--- src/rtl/tdm_mux_pkg.sv ---
package tdm_mux_pkg;
  typedef enum logic [1:0] {
    RATE_16M = 2'd0,
    RATE_8M  = 2'd1,
    RATE_12M = 2'd2,
    RATE_6M  = 2'd3
  } rate_e;

  // byte ordering needs a power-of-two aggregate rate
  function automatic logic byte_rate_ok(input logic [1:0] rate);
    return (rate == RATE_16M) || (rate == RATE_8M);
  endfunction
endpackage

--- src/rtl/tdm_pos_counter.sv ---
module tdm_pos_counter #(
  parameter int N_CH   = 4,
  parameter int BYTE_W = 8,
  localparam int POS_W = $clog2(N_CH * BYTE_W),
  localparam int SLT_W = $clog2(N_CH),
  localparam int BIT_W = $clog2(BYTE_W)
) (
  input  logic             clk_i,
  input  logic             rst_ni,
  input  logic             fsync_i,
  input  logic             byte_mode_i,
  output logic [SLT_W-1:0] slot_o
);
  logic [POS_W-1:0] pos_q, pos_cur;

  assign pos_cur = fsync_i ? '0 : pos_q + 1'b1;

  always_ff @(posedge clk_i or negedge rst_ni) begin
    if (!rst_ni) pos_q <= '1;
    else         pos_q <= pos_cur;
  end

  always_comb begin
    if (byte_mode_i) slot_o = pos_cur[BIT_W +: SLT_W];
    else             slot_o = pos_cur[SLT_W-1:0];
  end
endmodule

--- src/rtl/tdm_cfg_check.sv ---
module tdm_cfg_check #(
  parameter int N_CH  = 4,
  parameter int IDX_W = 3
) (
  input  logic                  byte_mode_i,
  input  logic [1:0]            rate_sel_i,
  input  logic [N_CH*IDX_W-1:0] phase_idx_i,
  output logic                  err_o
);
  import tdm_mux_pkg::*;
  localparam int N_PAIR = N_CH * (N_CH - 1) / 2;

  logic [N_PAIR-1:0] dup;

  for (genvar a = 0; a < N_CH; a++) begin : g_a
    for (genvar b = a + 1; b < N_CH; b++) begin : g_b
      localparam int K = a * N_CH - a * (a + 1) / 2 + (b - a - 1);
      assign dup[K] = phase_idx_i[a*IDX_W +: IDX_W] == phase_idx_i[b*IDX_W +: IDX_W];
    end
  end

  assign err_o = (byte_mode_i && !byte_rate_ok(rate_sel_i)) || (|dup);
endmodule

--- src/rtl/tdm_slice.sv ---
module tdm_slice #(
  parameter int IDX_W = 3,
  parameter int SLT_W = 2
) (
  input  logic             clk_i,
  input  logic             rst_ni,
  input  logic             run_i,
  input  logic [SLT_W-1:0] slot_i,
  input  logic [IDX_W-1:0] idx_i,
  input  logic             tx_bit_i,
  input  logic             rx_bit_i,
  output logic             tx_gated_o,
  output logic             rx_bit_o,
  output logic             rx_vld_o
);
  logic act;

  assign act        = run_i && (idx_i == IDX_W'(slot_i));
  assign tx_gated_o = act && tx_bit_i;

  always_ff @(posedge clk_i or negedge rst_ni) begin
    if (!rst_ni) begin
      rx_bit_o <= 1'b0;
      rx_vld_o <= 1'b0;
    end else begin
      rx_vld_o <= act;
      if (act) rx_bit_o <= rx_bit_i;
    end
  end
endmodule

--- src/rtl/tdm_quad_mux.sv ---
module tdm_quad_mux #(
  parameter int N_CH   = 4,
  parameter int IDX_W  = 3,
  parameter int BYTE_W = 8,
  parameter int EN_BIT = 7
) (
  input  logic                  clk_i,
  input  logic                  rst_ni,
  input  logic [7:0]            cfg_i,
  input  logic [1:0]            rate_sel_i,
  input  logic                  byte_mode_i,
  input  logic [N_CH*IDX_W-1:0] phase_idx_i,
  input  logic                  fsync_i,
  input  logic [N_CH-1:0]       tx_ch_i,
  output logic                  mux_tx_o,
  input  logic                  mux_rx_i,
  output logic [N_CH-1:0]       rx_data_o,
  output logic [N_CH-1:0]       rx_vld_o,
  output logic                  config_error_o
);
  localparam int SLT_W = $clog2(N_CH);

  logic [SLT_W-1:0] slot;
  logic [N_CH-1:0]  tx_gated;
  logic             run;

  tdm_pos_counter #(.N_CH(N_CH), .BYTE_W(BYTE_W)) u_pos (
    .clk_i, .rst_ni, .fsync_i, .byte_mode_i, .slot_o(slot)
  );

  tdm_cfg_check #(.N_CH(N_CH), .IDX_W(IDX_W)) u_cfg (
    .byte_mode_i, .rate_sel_i, .phase_idx_i, .err_o(config_error_o)
  );

  assign run = cfg_i[EN_BIT] && !config_error_o;

  for (genvar c = 0; c < N_CH; c++) begin : g_slice
    tdm_slice #(.IDX_W(IDX_W), .SLT_W(SLT_W)) u_slice (
      .clk_i, .rst_ni,
      .run_i      (run),
      .slot_i     (slot),
      .idx_i      (phase_idx_i[c*IDX_W +: IDX_W]),
      .tx_bit_i   (tx_ch_i[c]),
      .rx_bit_i   (mux_rx_i),
      .tx_gated_o (tx_gated[c]),
      .rx_bit_o   (rx_data_o[c]),
      .rx_vld_o   (rx_vld_o[c])
    );
  end

  always_ff @(posedge clk_i or negedge rst_ni) begin
    if (!rst_ni) mux_tx_o <= 1'b0;
    else         mux_tx_o <= |tx_gated;
  end
endmodule

--- config.mk ---
export PLATFORM = sky130hd
export DESIGN_NAME = tdm_quad_mux
export DESIGN_NICKNAME = d
export VERILOG_FILES = /design/src/rtl/tdm_mux_pkg.sv /design/src/rtl/tdm_pos_counter.sv /design/src/rtl/tdm_cfg_check.sv /design/src/rtl/tdm_slice.sv /design/src/rtl/tdm_quad_mux.sv
export SDC_FILE = /design/constraint.sdc
export NUM_CORES = 1
export LEC_CHECK = 0
export ABC_CLOCK_PERIOD_IN_PS = 6000
export BUFFER_PORTS_ARGS = -buffer_cell sky130_fd_sc_hd__buf_4
export CAP_MARGIN = 25
export CORE_MARGIN = 4
export CORE_UTILIZATION = 40
export CTS_CLUSTER_DIAMETER = 120
export DETAILED_ROUTE_END_ITERATION = 6
export PLACE_DENSITY = 0.78
export SYNTH_ARGS = -nofsm -noshare
export SYNTH_HDL_FRONTEND = slang
export SYNTH_SLANG_ARGS = --single-unit
--- constraint.sdc ---
create_clock -name clk_i -period 6 [get_ports clk_i]
set_input_delay 1.2 -clock clk_i [delete_from_list [all_inputs] [get_ports clk_i]]
set_output_delay 1.2 -clock clk_i [all_outputs]
set_load 0.005 [all_outputs]
==> impl_metrics.env <==
export IMPL_status="complete, no violations"
export IMPL_r2r_start="u_pos.pos_q[0]"
export IMPL_leakage_nw=0.556
export IMPL_fin_tns_setup_ns=0
export IMPL_first_pass_iters=4
export IMPL_root_buffer="clkbuf_4"
export IMPL_syn_to_final_growth_pct=22.7
export IMPL_synth_nets=128
export IMPL_gp_congestion=0.877
export IMPL_fillers=223
export IMPL_ys_seq_area_share_pct=35.6
export IMPL_port_buffers=32
export IMPL_cp_arrival_ns=2.80
export IMPL_synth_seq_cells=14
export IMPL_die_area_um2=3370
export IMPL_vias=767
export IMPL_die_w_um=58.1
export IMPL_io_pin_count=41
export IMPL_min_from="g_slice[1].u_slice.rx_bit_o"
export IMPL_cts_sinks=14
export IMPL_grt_usage_pct=13.5
export IMPL_dp_hpwl_um=1740
export IMPL_ff2ff_setup_slack_ns=3.32
export IMPL_min_path_type="reg2reg"
export IMPL_rr_endpoint="g_slice[0].u_slice.rx_bit_o"
export IMPL_finClkSkew_ns=0.00191
export IMPL_setup_viol=0
export IMPL_cts_tree="yes"
export IMPL_num_rows=17
export IMPL_finalNetCount=154
export IMPL_wl_per_cell_um=13.3
export IMPL_rr_worst_depth=8
export IMPL_report_final_slew_viol_count=0
export IMPL_finalCritPeriodShare_pct=66.6
export IMPL_cp_max_fo=4
export IMPL_cts_resized=0
export IMPL_post_cts_buffers=0
export IMPL_place_inst=145
export IMPL_diodes=0
export IMPL_tightest_slew_ns=0.688
export IMPL_required_ns=4.80
export IMPL_instances_no_fill=149
export IMPL_synth_commonest_cells="16 x xor2_1, 10 x xnor2_1, 9 x dfrtp_1"
export IMPL_critPathCaptureType="output pin"
export IMPL_rsz0062_at_grt="no"
export IMPL_drv_cap=0
export IMPL_drive_above_1_share_pct=42.1
export IMPL_via_per_inst=5.15
export IMPL_path_clk_slew_ns=0.08
export IMPL_syn_area_per_cell_um2=10.4
export IMPL_insertion_delay_ns=0.27
export IMPL_hold_depth=1
export IMPL_yosys_warnings=0
export IMPL_syn_area_um2=1000
export IMPL_ant_nets=0
export IMPL_h_tree_depth=1
export IMPL_grt_overflow_total=0
export IMPL_yosys_area_top_type="dfrtp_1"
export IMPL_drt_iter0_drc=8
export IMPL_die_height_um=58.1
export IMPL_peakVddDrop_uv=125
export IMPL_slew_headroom_pct=53.9
export IMPL_netlist_area_leader_share_pct=22.5
export IMPL_synth_cell_types=31
export IMPL_finalHoldViolCount=0
export IMPL_async_flop_share_pct=100
export IMPL_p_per_area_nw_per_um2=212
export IMPL_critPathKind="in2out"
export IMPL_period_needed_ns=4.00
export IMPL_synth_area_leaders="dfrtp_1 22%, xor2_1 14%, dfstp_2 13%"
export IMPL_netlist_instances=96
export IMPL_max_freq_mhz=250
export IMPL_dominantRegCellSynth="dfrtp_1"
export IMPL_grt_max_degree=15
export IMPL_grt_pass1_wl_um=3610
export IMPL_drc_errors=0
export IMPL_grt_pass1_vias=842
export IMPL_cts_inserted_buffers=3
export IMPL_cts_hold_buf=0
export IMPL_initial_core_util_pct=43.6
export IMPL_finalWirelength_um=1980
export IMPL_clockBufferDepth=2
export IMPL_antenna_found_initial=0
export IMPL_whs_endpoint="g_slice[1].u_slice.rx_bit_o"
export IMPL_cp_start_kind="input pin"
export IMPL_synth_edf_count=0
export IMPL_synth_most_common_cell="xor2_1"
export IMPL_core_area_um2=2300
final cells by class:
cell class              count  area (µm²)  share of cell area (%)
flip-flops and latches     14         357                    29.0
clock buffers               4        26.3                    2.14
well taps                  28        35.0                    2.85
inverters                   1        3.75                   0.305
multi-input cells          70         568                    46.2
repair buffers             32         240                    19.5
where the power goes:
| group | leakage (nW) | switching (W) | internal (W) | total [W] |
|---|---|---|---|---|
| logic | 0.370 | 0.0000370 | 0.0000522 | 0.0000892 |
| registers | 0.171 | 0.00000885 | 0.000110 | 0.000119 |
| clock network | 0.0150 | 0.0000268 | 0.0000257 | 0.0000525 |
metrics by stage:
step / power (W) / instance area [µm²] / hold WS (ns) / worst slack [ns] / util [%]
floorplan: 0.000181 / 1000 / 0.459 / 2.36 / -
global placement: 0.000208 / 1200 / 0.470 / 2.05 / 52.4
detailed placement: 0.000212 / 1200 / 0.491 / 2.00 / 52.4
CTS: 0.000266 / 1230 / 0.511 / 2.00 / 53.5
global route: 0.000283 / 1230 / 0.546 / 1.95 / 53.5
finish: 0.000261 / 1230 / 0.503 / 2.00 / 53.5
registers in the layout, summed over array words and instances (netlist names):
register	cells
mux_tx_o	1
g_slice.u_slice.rx_bit_o	4
g_slice.u_slice.rx_vld_o	4
u_pos.pos_q	5
cells in the final DEF (no fill, tap or decap), types with 2 or more instances in the layout:
cell type / instances
and2_2: 2
nor4b_4: 3
nor2_1: 4
nand3_1: 7
nor3_1: 5
buf_4: 32
xor2_1: 16
xnor2_1: 10
nor4_1: 2
dfrtp_1: 9
dfstp_2: 5
nand2_1: 3
mux2_2: 3
clkbuf_4: 3
cell families (layout without fill, tap and decap cells):
logic type / after synthesis / in the layout / synth area share, %
AO/OA/AOI/OAI: 8 / 8 / 5.62
XOR/XNOR: 26 / 26 / 22.7
adder cells (fa/ha/maj): 1 / 1 / 1.25
flip-flops: 14 / 14 / 35.6
AND/OR/NAND/NOR: 31 / 31 / 22.6
multiplexers: 4 / 4 / 4.49
buffers and inverters: 12 / 37 / 7.74
per-layer routing:
| metal | track usage [%] | routed length [µm] | vias up |
|---|---|---|---|
| li1 | - | - | 375 |
| met1 | 16.5 | 825 | 351 |
| met2 | 23.1 | 969 | 37 |
| met3 | 2.23 | 149 | 4 |
| met4 | 5.96 | 34 | 0 |
| met5 | 0 | 0 | - |
worst max-delay path by stage:
stage,startpoint,end,cells after the start
detailed placement,phase_idx_i[1],config_error_o,6
CTS,phase_idx_i[1],config_error_o,6
floorplan,phase_idx_i[6],config_error_o,4
global route,phase_idx_i[1],config_error_o,6
finish,phase_idx_i[1],config_error_o,6
global placement,phase_idx_i[1],config_error_o,6
worst max-delay path, cell delays in order:
cell and delay (ns):
buf_4 0.14, xor2_1 0.23, nor4_1 0.08, or4_4 0.55
or3_2 0.45, buf_4 0.14
(Power assumes the default switching activity.)
